--- src/rtl/isa_gpio_pkg.sv ---
package isa_gpio_pkg;
  // Which port window an address falls into
  typedef enum logic [1:0] {
    WIN_NONE = 2'd0,
    WIN_OUT  = 2'd1,
    WIN_IN   = 2'd2
  } win_e;
endpackage

--- src/rtl/isa_gpio_sync.sv ---
// Two-flop synchronizer, one chain per bit, reset to an idle level
module isa_gpio_sync #(
  parameter int W = 2,
  parameter logic IDLE = 1'b1
) (
  input  logic         clk,
  input  logic         rst,
  input  logic [W-1:0] d,
  output logic [W-1:0] q
);
  genvar i;
  generate
    for (i = 0; i < W; i++) begin : g_bit
      logic s1, s2;
      always_ff @(posedge clk) begin
        if (rst) begin
          s1 <= IDLE;
          s2 <= IDLE;
        end else begin
          s1 <= d[i];
          s2 <= s1;
        end
      end
      assign q[i] = s2;
    end
  endgenerate
endmodule

--- src/rtl/isa_gpio_decode.sv ---
// Window decoder: upper address bits pick a window, low bits pick a byte
module isa_gpio_decode
  import isa_gpio_pkg::*;
#(
  parameter int ADDR_W = 16,
  parameter int SEL_W  = 2,
  parameter logic [ADDR_W-1:0] OUT_BASE = 16'h0338,
  parameter logic [ADDR_W-1:0] IN_BASE  = 16'h0238
) (
  input  logic [ADDR_W-1:0] addr,
  input  logic              dma_own,
  output win_e              win,
  output logic [SEL_W-1:0]  sel
);
  localparam int HI_W = ADDR_W - SEL_W;
  localparam logic [HI_W-1:0] OUT_HI = OUT_BASE[ADDR_W-1:SEL_W];
  localparam logic [HI_W-1:0] IN_HI  = IN_BASE[ADDR_W-1:SEL_W];

  logic [HI_W-1:0] hi;
  assign hi  = addr[ADDR_W-1:SEL_W];
  assign sel = addr[SEL_W-1:0];

  always_comb begin
    win = WIN_NONE;
    if (!dma_own) begin
      if (hi == OUT_HI)     win = WIN_OUT;
      else if (hi == IN_HI) win = WIN_IN;
    end
  end
endmodule

--- src/rtl/isa_gpio_outregs.sv ---
// Bank of byte-wide output registers with a single write port
module isa_gpio_outregs #(
  parameter int DATA_W = 8,
  parameter int NPORT  = 4,
  parameter int SEL_W  = 2
) (
  input  logic                    clk,
  input  logic                    rst,
  input  logic                    we,
  input  logic [SEL_W-1:0]        sel,
  input  logic [DATA_W-1:0]       wdata,
  output logic [NPORT*DATA_W-1:0] q
);
  genvar k;
  generate
    for (k = 0; k < NPORT; k++) begin : g_reg
      logic [DATA_W-1:0] r;
      always_ff @(posedge clk) begin
        if (rst)                                   r <= '0;
        else if (we && sel == SEL_W'(k))           r <= wdata;
      end
      assign q[k*DATA_W +: DATA_W] = r;
    end
  endgenerate
endmodule

--- src/rtl/isa_gpio_port.sv ---
module isa_gpio_port
  import isa_gpio_pkg::*;
#(
  parameter int ADDR_W = 16,
  parameter int DATA_W = 8,
  parameter int NPORT  = 4,
  parameter logic [ADDR_W-1:0] OUT_BASE = 16'h0338,
  parameter logic [ADDR_W-1:0] IN_BASE  = 16'h0238
) (
  input  logic                    clk,
  input  logic                    rst,
  input  logic [ADDR_W-1:0]       sa,
  input  logic                    aen,
  input  logic                    iow_n,
  input  logic                    ior_n,
  input  logic [DATA_W-1:0]       bus_wdata,
  output logic [DATA_W-1:0]       bus_rdata,
  output logic                    bus_drv_en,
  input  logic [NPORT*DATA_W-1:0] gpi,
  output logic [NPORT*DATA_W-1:0] gpo
);
  localparam int SEL_W = (NPORT > 1) ? $clog2(NPORT) : 1;
  localparam int PINS  = NPORT * DATA_W;

  // Strobe synchronization: bit 0 write, bit 1 read
  logic [1:0] strb_s;
  isa_gpio_sync #(.W(2), .IDLE(1'b1)) u_sync (
    .clk (clk),
    .rst (rst),
    .d   ({ior_n, iow_n}),
    .q   (strb_s)
  );
  logic iow_s, ior_s;
  assign iow_s = strb_s[0];
  assign ior_s = strb_s[1];

  // Write path: hold address/data while strobe low, commit on release
  logic [ADDR_W-1:0] hold_addr;
  logic [DATA_W-1:0] hold_data;
  logic              hold_aen;
  logic              iow_prev;

  always_ff @(posedge clk) begin
    if (rst) begin
      hold_addr <= '0;
      hold_data <= '0;
      hold_aen  <= 1'b1;
      iow_prev  <= 1'b1;
    end else begin
      iow_prev <= iow_s;
      if (!iow_s) begin
        hold_addr <= sa;
        hold_data <= bus_wdata;
        hold_aen  <= aen;
      end
    end
  end

  win_e             wr_win;
  logic [SEL_W-1:0] wr_sel;
  isa_gpio_decode #(
    .ADDR_W(ADDR_W), .SEL_W(SEL_W), .OUT_BASE(OUT_BASE), .IN_BASE(IN_BASE)
  ) u_dec_wr (
    .addr    (hold_addr),
    .dma_own (hold_aen),
    .win     (wr_win),
    .sel     (wr_sel)
  );

  logic wr_commit;
  assign wr_commit = iow_s && !iow_prev && (wr_win == WIN_OUT);

  isa_gpio_outregs #(.DATA_W(DATA_W), .NPORT(NPORT), .SEL_W(SEL_W)) u_out (
    .clk   (clk),
    .rst   (rst),
    .we    (wr_commit),
    .sel   (wr_sel),
    .wdata (hold_data),
    .q     (gpo)
  );

  // Read path: pins registered once, bus enable from live address
  logic [PINS-1:0] gpi_q;
  always_ff @(posedge clk) begin
    if (rst) gpi_q <= '0;
    else     gpi_q <= gpi;
  end

  logic [DATA_W-1:0] in_byte [NPORT];
  genvar k;
  generate
    for (k = 0; k < NPORT; k++) begin : g_in
      assign in_byte[k] = gpi_q[k*DATA_W +: DATA_W];
    end
  endgenerate

  win_e             rd_win;
  logic [SEL_W-1:0] rd_sel;
  isa_gpio_decode #(
    .ADDR_W(ADDR_W), .SEL_W(SEL_W), .OUT_BASE(OUT_BASE), .IN_BASE(IN_BASE)
  ) u_dec_rd (
    .addr    (sa),
    .dma_own (aen),
    .win     (rd_win),
    .sel     (rd_sel)
  );

  assign bus_drv_en = !ior_s && (rd_win == WIN_IN);
  assign bus_rdata  = bus_drv_en ? in_byte[rd_sel] : '0;
endmodule

--- config.mk ---
export PLATFORM = sky130hd
export DESIGN_NAME = isa_gpio_port
export DESIGN_NICKNAME = d
export VERILOG_FILES = /design/src/rtl/isa_gpio_pkg.sv /design/src/rtl/isa_gpio_sync.sv /design/src/rtl/isa_gpio_decode.sv /design/src/rtl/isa_gpio_outregs.sv /design/src/rtl/isa_gpio_port.sv
export SDC_FILE = /design/constraint.sdc
export NUM_CORES = 1
export LEC_CHECK = 0
export BUFFER_PORTS_ARGS = -buffer_cell sky130_fd_sc_hd__buf_4
export CELL_PAD_IN_SITES_DETAIL_PLACEMENT = 1
export CELL_PAD_IN_SITES_GLOBAL_PLACEMENT = 2
export CORE_MARGIN = 4
export CORE_UTILIZATION = 35
export CTS_BUF_LIST = sky130_fd_sc_hd__clkbuf_8
export CTS_CLUSTER_SIZE = 14
export DETAILED_ROUTE_END_ITERATION = 6
export PLACE_DENSITY = 0.83
export SLEW_MARGIN = 20
export SYNTH_ARGS = -nofsm -noshare
export SYNTH_HDL_FRONTEND = slang
export SYNTH_HIERARCHICAL = 1
export SYNTH_SLANG_ARGS = --single-unit
export TNS_END_PERCENT = 1
--- constraint.sdc ---
create_clock -name clk -period 4.1 [get_ports clk]
set_input_delay 0 -clock clk [delete_from_list [all_inputs] [get_ports clk]]
set_output_delay 0 -clock clk [all_outputs]
set_load 0.02 [all_outputs]
==> metrics.yaml, run 1 <==
outcome:
  status: "completed"
worst_hold_path:
  whs_path_depth: 3
  hold_class: "primary input to register"
global_route:
  grt_max_degree: 103
  antenna_found_initial: 0
  grt_pass1_wl_microns: 14900
  first_global_vias: 2976
  grt_use_total: 0.164
  grt_overflow_total: 0
sta:
  slew_headroom: 0.360
  fmax_ghz: 0.331
  period_share: 0.738
  finalHoldViolations: 0
  min_period_ps: 3020
  drv_slew: 0
  setup_viol: 0
  skew_ps: 11.3
  worst_pin_slew_ps: 947
  rsz0062_at_grt: "no"
  fin_tns_setup_ps: 0
worst_setup_path:
  critPathMaxStageDelay_ps: 850
  rr_worst_depth: 5
  cp.required_ps: 4370
  critPathMaxFanout: 8
  crit_path_end_kind: "register"
  critical_path_class: "register to register"
  arrival_ps: 3290
  crit_chain: "or4b_1 -> nor4_1 -> nor4bb_1 -> nand3_1 -> mux2i_1"
  crit_slowest_cell: "nor4bb_1"
  startpoint_type: "register"
detailed_routing:
  viasPerCell: 4.65
  wl_microns: 9410
  routedWlPerCell_microns: 15.5
  dr.pass1.iters: 4
  first_iter_violations: 58
  drc: 0
  antenna_left: 0
  via_count: 2830
floorplanning:
  fp.coreArea_sq_um: 9860
  dieWidth_microns: 109
  num_rows: 36
  io_pins: 102
  start_util: 0.362
  die_h_microns: 109
  dieArea_sq_um: 11900
synth:
  ys_seq_elements: 94
  yosysTopAreaCell: "dfxtp_1"
  async_flop_share: 0
  syn_area_per_cell_sq_um: 10.9
  netlist-cell-type-count: 24
  synth.cell_area_sq_um: 3570
  yosysSeqAreaShare: 0.527
  yosys_warnings: 6
  netlist_instances: 326
  synth_area_leaders: "dfxtp_1, mux2i_1, nand2b_1"
  synth_top_cell_area_share: 0.527
  synth.most_common_cell: "dfxtp_1"
  synth_nets: 387
  synthTopCellsByCount: "dfxtp_1, mux2i_1, nand2b_1, nor2b_1, nor2_1"
  synth_edf_count: 0
  ys.flop_type: "dfxtp_1"
cells_and_area:
  final_nets: 532
  num_antenna_cells: 0
  area_growth_pct: 45.4
  layout-drive-gt1-share: 0.244
power:
  total_power_w: 0.00188
  p_leak_nw: 2.44
  peakVddDrop_uv: 176
  powerDensity_nw_per_um2: 362
placed_design:
  gp_congestion: 0.737
  dp_hpwl_microns: 5940
  portBuffers: 101
clock_tree:
  ctsResizeCount: 0
  clk_latency_ps: 350
  clock-sinks: 94
  cts_buffers: 9
  ctsHtreeMaxLevel: 3
  cts_root_buf: "clkbuf_8"
  cts_tree: "yes"
  cts_buffer_depth: 2
  clk_pin_slew_ps: 90
job:
  drv_cap: 0
cell usage in the layout, fill, tap and decap left out:
| master | synthesis | layout |
|---|---|---|
| o22ai_1 | 8 | 8 |
| bufinv_16 | 0 | 4 |
| nor2b_1 | 33 | 33 |
| a211o_1 | 1 | 1 |
| or4bb_1 | 1 | 1 |
| buf_4 | 6 | 102 |
| nor2_1 | 24 | 24 |
| or4_1 | 2 | 2 |
| nor4bb_1 | 1 | 1 |
| nor4_1 | 4 | 4 |
| or4b_1 | 4 | 4 |
| or2_1 | 5 | 5 |
| or3b_1 | 1 | 1 |
| clkbuf_8 | 0 | 9 |
| mux2i_1 | 72 | 72 |
| dfxtp_1 | 94 | 94 |
| nand2b_1 | 40 | 40 |
| nor3b_1 | 1 | 1 |
| nand3_1 | 3 | 3 |
| dlygate4sd3_1 | 0 | 58 |
| nand3b_1 | 4 | 4 |
| inv_1 | 0 | 2 |
| or4b_4 | 1 | 1 |
| and3b_1 | 1 | 1 |
power by group:
part | switching (W) | leakage (nW) | total (W) | internal, W
Combinational | 0.0000596 | 1.54 | 0.000167 | 0.000107
Sequential | 0.0000104 | 0.769 | 0.000950 | 0.000940
Clock | 0.000301 | 0.132 | 0.000761 | 0.000459
Total | 0.000371 | 2.44 | 0.00188 | 0.00151
per-stage QoR:
| stage | instance area [sq um] | worst slack [ps] | util | std cells | hold WS (ps) |
|---|---|---|---|---|---|
| after floorplan | 3570 | 1770 | - | 326 | 97.1 |
| after global placement | 4360 | 1380 | 0.442 | 535 | 183 |
| after detailed placement | 4360 | 1300 | 0.442 | 535 | 187 |
| after CTS | 5190 | 1120 | 0.526 | 608 | 107 |
| after global routing | 5190 | 848 | 0.526 | 608 | 130 |
| final | 5190 | 1080 | 0.526 | 608 | 124 |
worst max-delay path: cells and delay by family (launching register included):
| kind | cells | cell delay (ps) |
|---|---|---|
| mux | 1 | 320 |
| flops | 1 | 320 |
| simple gates | 4 | 2300 |
flip-flops by register name, summed over array words and instances, names as in the netlist:
register and flops:
gpi_q 32, hold_addr 16, hold_aen 1, hold_data 8, iow_prev 1, u_out/g.r 32, u_sync/g_bit.s1 2, u_sync/g_bit.s2 2
cell families (layout without fill, tap and decap cells):
logic type	after synthesis	in the layout	synth area share
buffers and inverters	26	175	0.0407
muxes	72	72	0.202
DFF	94	94	0.527
AOI/OAI and AO/OA	9	9	0.0165
and+or+nand+nor	125	125	0.214
what timing repair did:
action,in CTS,in global routing
endpoints found under the hold margin,58,0
setup buffers,0,0
hold buffers,58,0
endpoints found under the setup margin,0,0
final timing paths:
kind,startpoint,endpoint,slack (ps)
hold reg to reg,u_sync/g_bit[1].s1,u_sync/g_bit[1].s2,420
setup reg to reg,hold_addr[10],u_out/g_reg[3].r[6],1080
hold / removal,sa[1],hold_addr[1],120
setup / recovery,hold_addr[10],u_out/g_reg[3].r[6],1080
layout make-up:
| class | instances | area, sq um |
|---|---|---|
| Tap cell | 133 | 166 |
| Multi-Input combinational cell | 206 | 1540 |
| Timing Repair Buffer | 160 | 1350 |
| Fill cell | 1062 | 4680 |
| Clock inverter | 6 | 128 |
| Sequential cell | 94 | 1880 |
| Clock buffer | 9 | 124 |
layer usage:
metal  up-vias  routed length (microns)  track usage
met2        71                     4910        0.305
met1      1363                     3890        0.181
met3        16                      458       0.0414
met5         -                        0            0
li1       1380                        -            -
met4         0                      156       0.0505
Note: power is estimated with default switching activity, not from simulation.
==> inputs of run 2 (changes only) <==
- CORE_UTILIZATION: 35 -> 33
- PLACE_DENSITY: 0.83 -> 0.79
- clock period: 4.1 -> 3 ns (I/O delays scaled with it)
==> run 2 against run 1 <==
Compared with the run above: sequential share of layout area increased by 0.40 points; cell area decreased by 1.1%; non-clock buffer count increased by 2; wire length decreased by 6.1%; critical path depth increased by 2; combinational power increased by 36%; final cell count increased by 0.49%; flip-flop and latch count unchanged; clock-buffer cell count increased by 1; hold slack improved by 5.0 ps; sequential power increased by 37%.
==> metrics.yaml, run 2 (synthesis results as in run 1) <==
sta:
  rsz0062_at_grt: "no"
  min_period_ps: 2780
  holdWs_ps: 129  # +4.95 ps
  drv_slew: 0  # unchanged
  fmax_ghz: 0.359
  skew_ps: 6.14  # -5.16 ps
  worst_pin_slew_ps: 720  # -227 ps
  slew_headroom: 0.520  # +0.160
  finalHoldViolations: 0  # unchanged
  setup_viol: 0  # unchanged
  fin_tns_setup_ps: 0  # unchanged
  period_share: 0.928
power:
  powerDensity_nw_per_um2: 448  # +24%
  peakVddDrop_uv: 196  # +11%
  p_leak_nw: 2.41  # -1.1%
clock_tree:
  clk_pin_slew_ps: 80  # about the same
  ctsHtreeMaxLevel: 3  # unchanged
  cts_tree: "yes"
  cts_buffers: 9  # unchanged
  cts_buffer_depth: 2  # unchanged
  clk_latency_ps: 340  # about the same
  cts_root_buf: "clkbuf_8"
  clock-sinks: 94  # unchanged
global_route:
  first_global_vias: 3016  # +1.3%
  grt_max_degree: 86  # -17%
  grt_use_total: 0.144  # -0.0200
  grt_pass1_wl_microns: 14400  # -3.0%
  grt_overflow_total: 0  # unchanged
  antenna_found_initial: 0  # unchanged
floorplanning:
  dieArea_sq_um: 12500  # +5.6%
  die_h_microns: 112  # +2.8%
  io_pins: 102  # unchanged
  dieWidth_microns: 112  # +2.8%
  start_util: 0.343  # -0.0192
  num_rows: 37  # +2.8%
  fp.coreArea_sq_um: 10400  # +5.6%
worst_setup_path:
  crit_top_cell: "buf_4"
  crit_slowest_cell: "or4bb_1"
  critPathMaxStageDelay_ps: 700  # -150 ps
  critical_path_class: "primary input to primary output"
  cp.required_ps: 3000  # -1370 ps
  startpoint_type: "primary input"
  crit_chain: "dlygate4sd3_1 -> buf_4 -> or4b_1 -> nor4_1 -> or4bb_1 -> o22ai_1 -> buf_4"
  cp_top_family: "simple AND/OR/NAND/NOR gates"
  crit_path_end_kind: "primary output"
  critPathMaxFanout: 8  # unchanged
  arrival_ps: 2780  # -510 ps
  path_buf_inv: 3  # +3
cells_and_area:
  top_regs: "gpi_q (32), u_out/g.r (32), hold_addr (16)"
  multi_input_area_sq_um: 1540  # unchanged
  finalNonFillerCells: 611  # +0.49%
  final_nets: 534  # +0.38%
  mostFrequentLayoutCells: "buf_4, dfxtp_1, mux2i_1"
  area_growth_pct: 43.8
  layout-drive-gt1-share: 0.246  # +0.00211
  final_common_cell: "buf_4"
  seq_area_sq_um: 1880  # unchanged
  nFillCells: 1150  # +8.3%
  num_antenna_cells: 0  # unchanged
placed_design:
  gp_congestion: 0.724  # -1.8%
  dp_hpwl_microns: 6080  # +2.4%
  portBuffers: 101  # unchanged
  dp.cells: 540  # +0.93%
detailed_routing:
  dr.pass1.iters: 4  # unchanged
  via_count: 2781  # -1.7%
  first_iter_violations: 45  # -22%
  antenna_left: 0  # unchanged
  routedWlPerCell_microns: 14.5  # -6.6%
  drc: 0  # unchanged
  wl_microns: 8840  # -6.1%
  viasPerCell: 4.55  # -2.2%
job:
  drv_cap: 0  # unchanged
outcome:
  status: "completed"
worst_hold_path:
  hold_class: "primary input to register"
run 2: changes by cell type in the layout (fill, tap and decap cells not counted), sizes merged:
cell / change
bufinv: -3
buf: +2
clkbuf: +1
clkinv: +1
inv: -1
run 2: timing repair:
action,4_1_cts,5_1_grt
hold buffers,58,0
hold endpoints to repair,58,0
endpoints found under the setup margin,0,0
buffers inserted,0,0
gates resized for setup,0,0
run 2: stage by stage:
stage | util | setup WS, ps | area, sq um | total power (W)
finish | 0.493 | 217 | 5130 | 0.00230
detailed placement | 0.420 | 371 | 4380 | 0.00150
CTS | 0.493 | 177 | 5130 | 0.00234
global route | 0.493 | 92.0 | 5130 | 0.00241
global placement | 0.420 | 428 | 4380 | 0.00149
floorplan | - | 672 | 3570 | 0.00141
run 2: final cells by class:
type / count / area share
repair buffers: 162 / 0.265
multi-input cells: 206 / 0.301
flip-flops and latches: 94 / 0.367
clock buffers: 10 / 0.0268
clock inverters: 3 / 0.00756
well taps: 136 / 0.0332
run 2: path summary, 6_finish.rpt:
kind | start | end | slack [ps] | cells after the start
max reg2reg | hold_addr[13] | u_out/g_reg[0].r[3] | 370 | 6
min reg2reg | u_sync/g_bit[0].s1 | u_sync/g_bit[0].s2 | 410 | 1
min | sa[1] | hold_addr[1] | 130 | 3
max | sa[2] | bus_rdata[3] | 220 | 7
run 2: power breakdown:
part / internal (W) / switching [W] / total [W]
clock: 0.000390 / 0.000385 / 0.000775
combinational: 0.000147 / 0.0000797 / 0.000227
sequential: 0.00128 / 0.0000133 / 0.00130
total: 0.00182 / 0.000478 / 0.00230
run 2: worst reg2reg max path, stage by stage, from the launching register on:
cell      delay [ps]
dfxtp_1          320
or4_1            580
nor4_1           250
nor4bb_1         390
buf_4            200
or3b_1           560
mux2i_1          190
run 2: metal layers:
layer  routed length [microns]  GRT usage
met1                      3670      0.161
met2                      4670      0.264
met3                       413     0.0332
met4                        88     0.0529
met5                         0          0
==> inputs of run 3 (changes only) <==
- RECOVER_POWER: unset -> 25
- SETUP_SLACK_MARGIN: unset -> 0.4
==> run 3 against run 2 <==
Compared with the run above: hold slack about the same; first-iteration DRC count is 6.7% higher; sequential power about the same.
==> metrics.yaml, run 3 (synthesis results as in run 1) <==
global_route:
  grt_pass1_wl_microns: 14500  # +0.38%
  antenna_found_initial: 0  # unchanged
  grt_use_total: 0.143  # -0.000340
  grt_overflow_total: 0  # unchanged
  first_global_vias: 3027  # +0.36%
  grt_max_degree: 86  # unchanged
clock_tree:
  cts_buffer_depth: 2  # unchanged
  clk_pin_slew_ps: 80  # about the same
  cts_root_buf: "clkbuf_8"
  clock-sinks: 94  # unchanged
  clk_latency_ps: 340  # about the same
  cts_tree: "yes"
  ctsHtreeMaxLevel: 3  # unchanged
  cts_buffers: 9  # unchanged
detailed_routing:
  antenna_left: 0  # unchanged
  dr.pass1.iters: 4  # unchanged
  via_count: 2777  # -0.14%
  wl_microns: 8770  # -0.83%
  viasPerCell: 4.55  # -0.14%
  first_iter_violations: 48  # +6.7%
  drc: 0  # unchanged
  routedWlPerCell_microns: 14.3  # -0.83%
worst_setup_path:
  cp_top_family: "simple AND/OR/NAND/NOR gates"
  critPathMaxFanout: 8  # unchanged
  path_buf_inv: 1  # -2
  crit_path_end_kind: "register"
  arrival_ps: 2800  # +20 ps
  startpoint_type: "register"
  critical_path_class: "register to register"
  crit_chain: "or4_1 -> nor4_1 -> nor4bb_1 -> buf_4 -> nand3b_1 -> mux2i_1"
  critPathMaxStageDelay_ps: 580  # -120 ps
  crit_slowest_cell: "or4_1"
  cp.required_ps: 3260  # +260 ps
cells_and_area:
  finalNonFillerCells: 611  # unchanged
  mostFrequentLayoutCells: "dfxtp_1, buf_4, mux2i_1"
  num_antenna_cells: 0  # unchanged
  top_regs: "gpi_q (32), u_out/g.r (32), hold_addr (16)"
  layout-drive-gt1-share: 0.248  # +0.00211
  area_growth_pct: 43.8  # about the same
  final_common_cell: "dfxtp_1"
  final_nets: 534  # unchanged
power:
  powerDensity_nw_per_um2: 448  # about the same
  p_leak_nw: 2.41  # -0.18%
  peakVddDrop_uv: 194  # -0.98%
sta:
  fmax_ghz: 0.394  # +9.6%
  drv_slew: 0  # unchanged
  setup_viol: 0  # unchanged
  rsz0062_at_grt: "yes"
  worst_pin_slew_ps: 1410  # +694 ps
  finalHoldViolations: 0  # unchanged
  period_share: 0.847  # -0.0811
  min_period_ps: 2540  # -243 ps
  fin_tns_setup_ps: 0  # unchanged
  slew_headroom: 0.0575  # -0.463
  holdWs_ps: 129  # +0.0240 ps
  skew_ps: 6.81  # +0.665 ps
placed_design:
  portBuffers: 101  # unchanged
  gp_congestion: 0.724  # unchanged
  dp.cells: 540  # unchanged
  dp_hpwl_microns: 6080  # unchanged
floorplanning:
  fp.coreArea_sq_um: 10400  # unchanged
  die_h_microns: 112  # unchanged
  dieWidth_microns: 112  # unchanged
  dieArea_sq_um: 12500  # unchanged
  start_util: 0.343  # unchanged
  num_rows: 37  # unchanged
  io_pins: 102  # unchanged
worst_hold_path:
  hold_class: "primary input to register"
job:
  drv_cap: 0  # unchanged
outcome:
  status: "completed"
## run 3: final timing paths
| kind | slack, ps | cells past startpoint | start | endpoint |
|---|---|---|---|---|
| max | 460 | 6 | hold_addr[13] | u_out/g_reg[2].r[4] |
| min | 130 | 3 | sa[1] | hold_addr[1] |
| max reg2reg | 460 | 6 | hold_addr[13] | u_out/g_reg[2].r[4] |
| min reg2reg | 410 | 1 | u_sync/g_bit[0].s1 | u_sync/g_bit[0].s2 |
## run 3: final cells by class
type / instances / area (sq um)
well taps: 136 / 170
repair buffers: 162 / 1360
flip-flops and latches: 94 / 1880
fillers: 1156 / 5280
clock inverters: 3 / 38.8
multi-input cells: 206 / 1550
clock buffers: 10 / 138
## run 3: layer usage
layer,routed length (microns),GRT usage
met1,3730,0.162
met2,4520,0.261
met3,422,0.0332
met4,89,0.0529
met5,0,0
## run 3: timing repair
item / CTS / global route
gates resized for setup: 1 / 1
hold buffers: 58 / 0
hold endpoints to repair: 58 / 0
buffers inserted: 0 / 0
endpoints found under the setup margin: 9 / 18
## run 3: power breakdown
part           internal [W]  switching [W]  total, W  leakage (nW)
registers           0.00128      0.0000137   0.00130         0.769
clock network      0.000390       0.000389  0.000779        0.0953
logic              0.000146      0.0000782  0.000224          1.54
total               0.00182       0.000481   0.00230          2.41
## run 3: metrics by stage
| stage | util | power (W) | instance area, sq um | setup slack [ps] |
|---|---|---|---|---|
| finish | 0.493 | 0.00230 | 5130 | 460 |
| global route | 0.493 | 0.00241 | 5130 | 331 |
| CTS | 0.493 | 0.00234 | 5130 | 390 |
| detailed placement | 0.420 | 0.00150 | 4380 | 371 |
| global placement | 0.420 | 0.00149 | 4380 | 428 |
| floorplan | - | 0.00141 | 3570 | 672 |
## run 3: worst min-delay path, delay by kind of cell
| kind | cells | cell delay, ps |
|---|---|---|
| muxes | 1 | 160 |
| buffers and inverters | 1 | 210 |
| and+or+nand+nor | 1 | 50 |
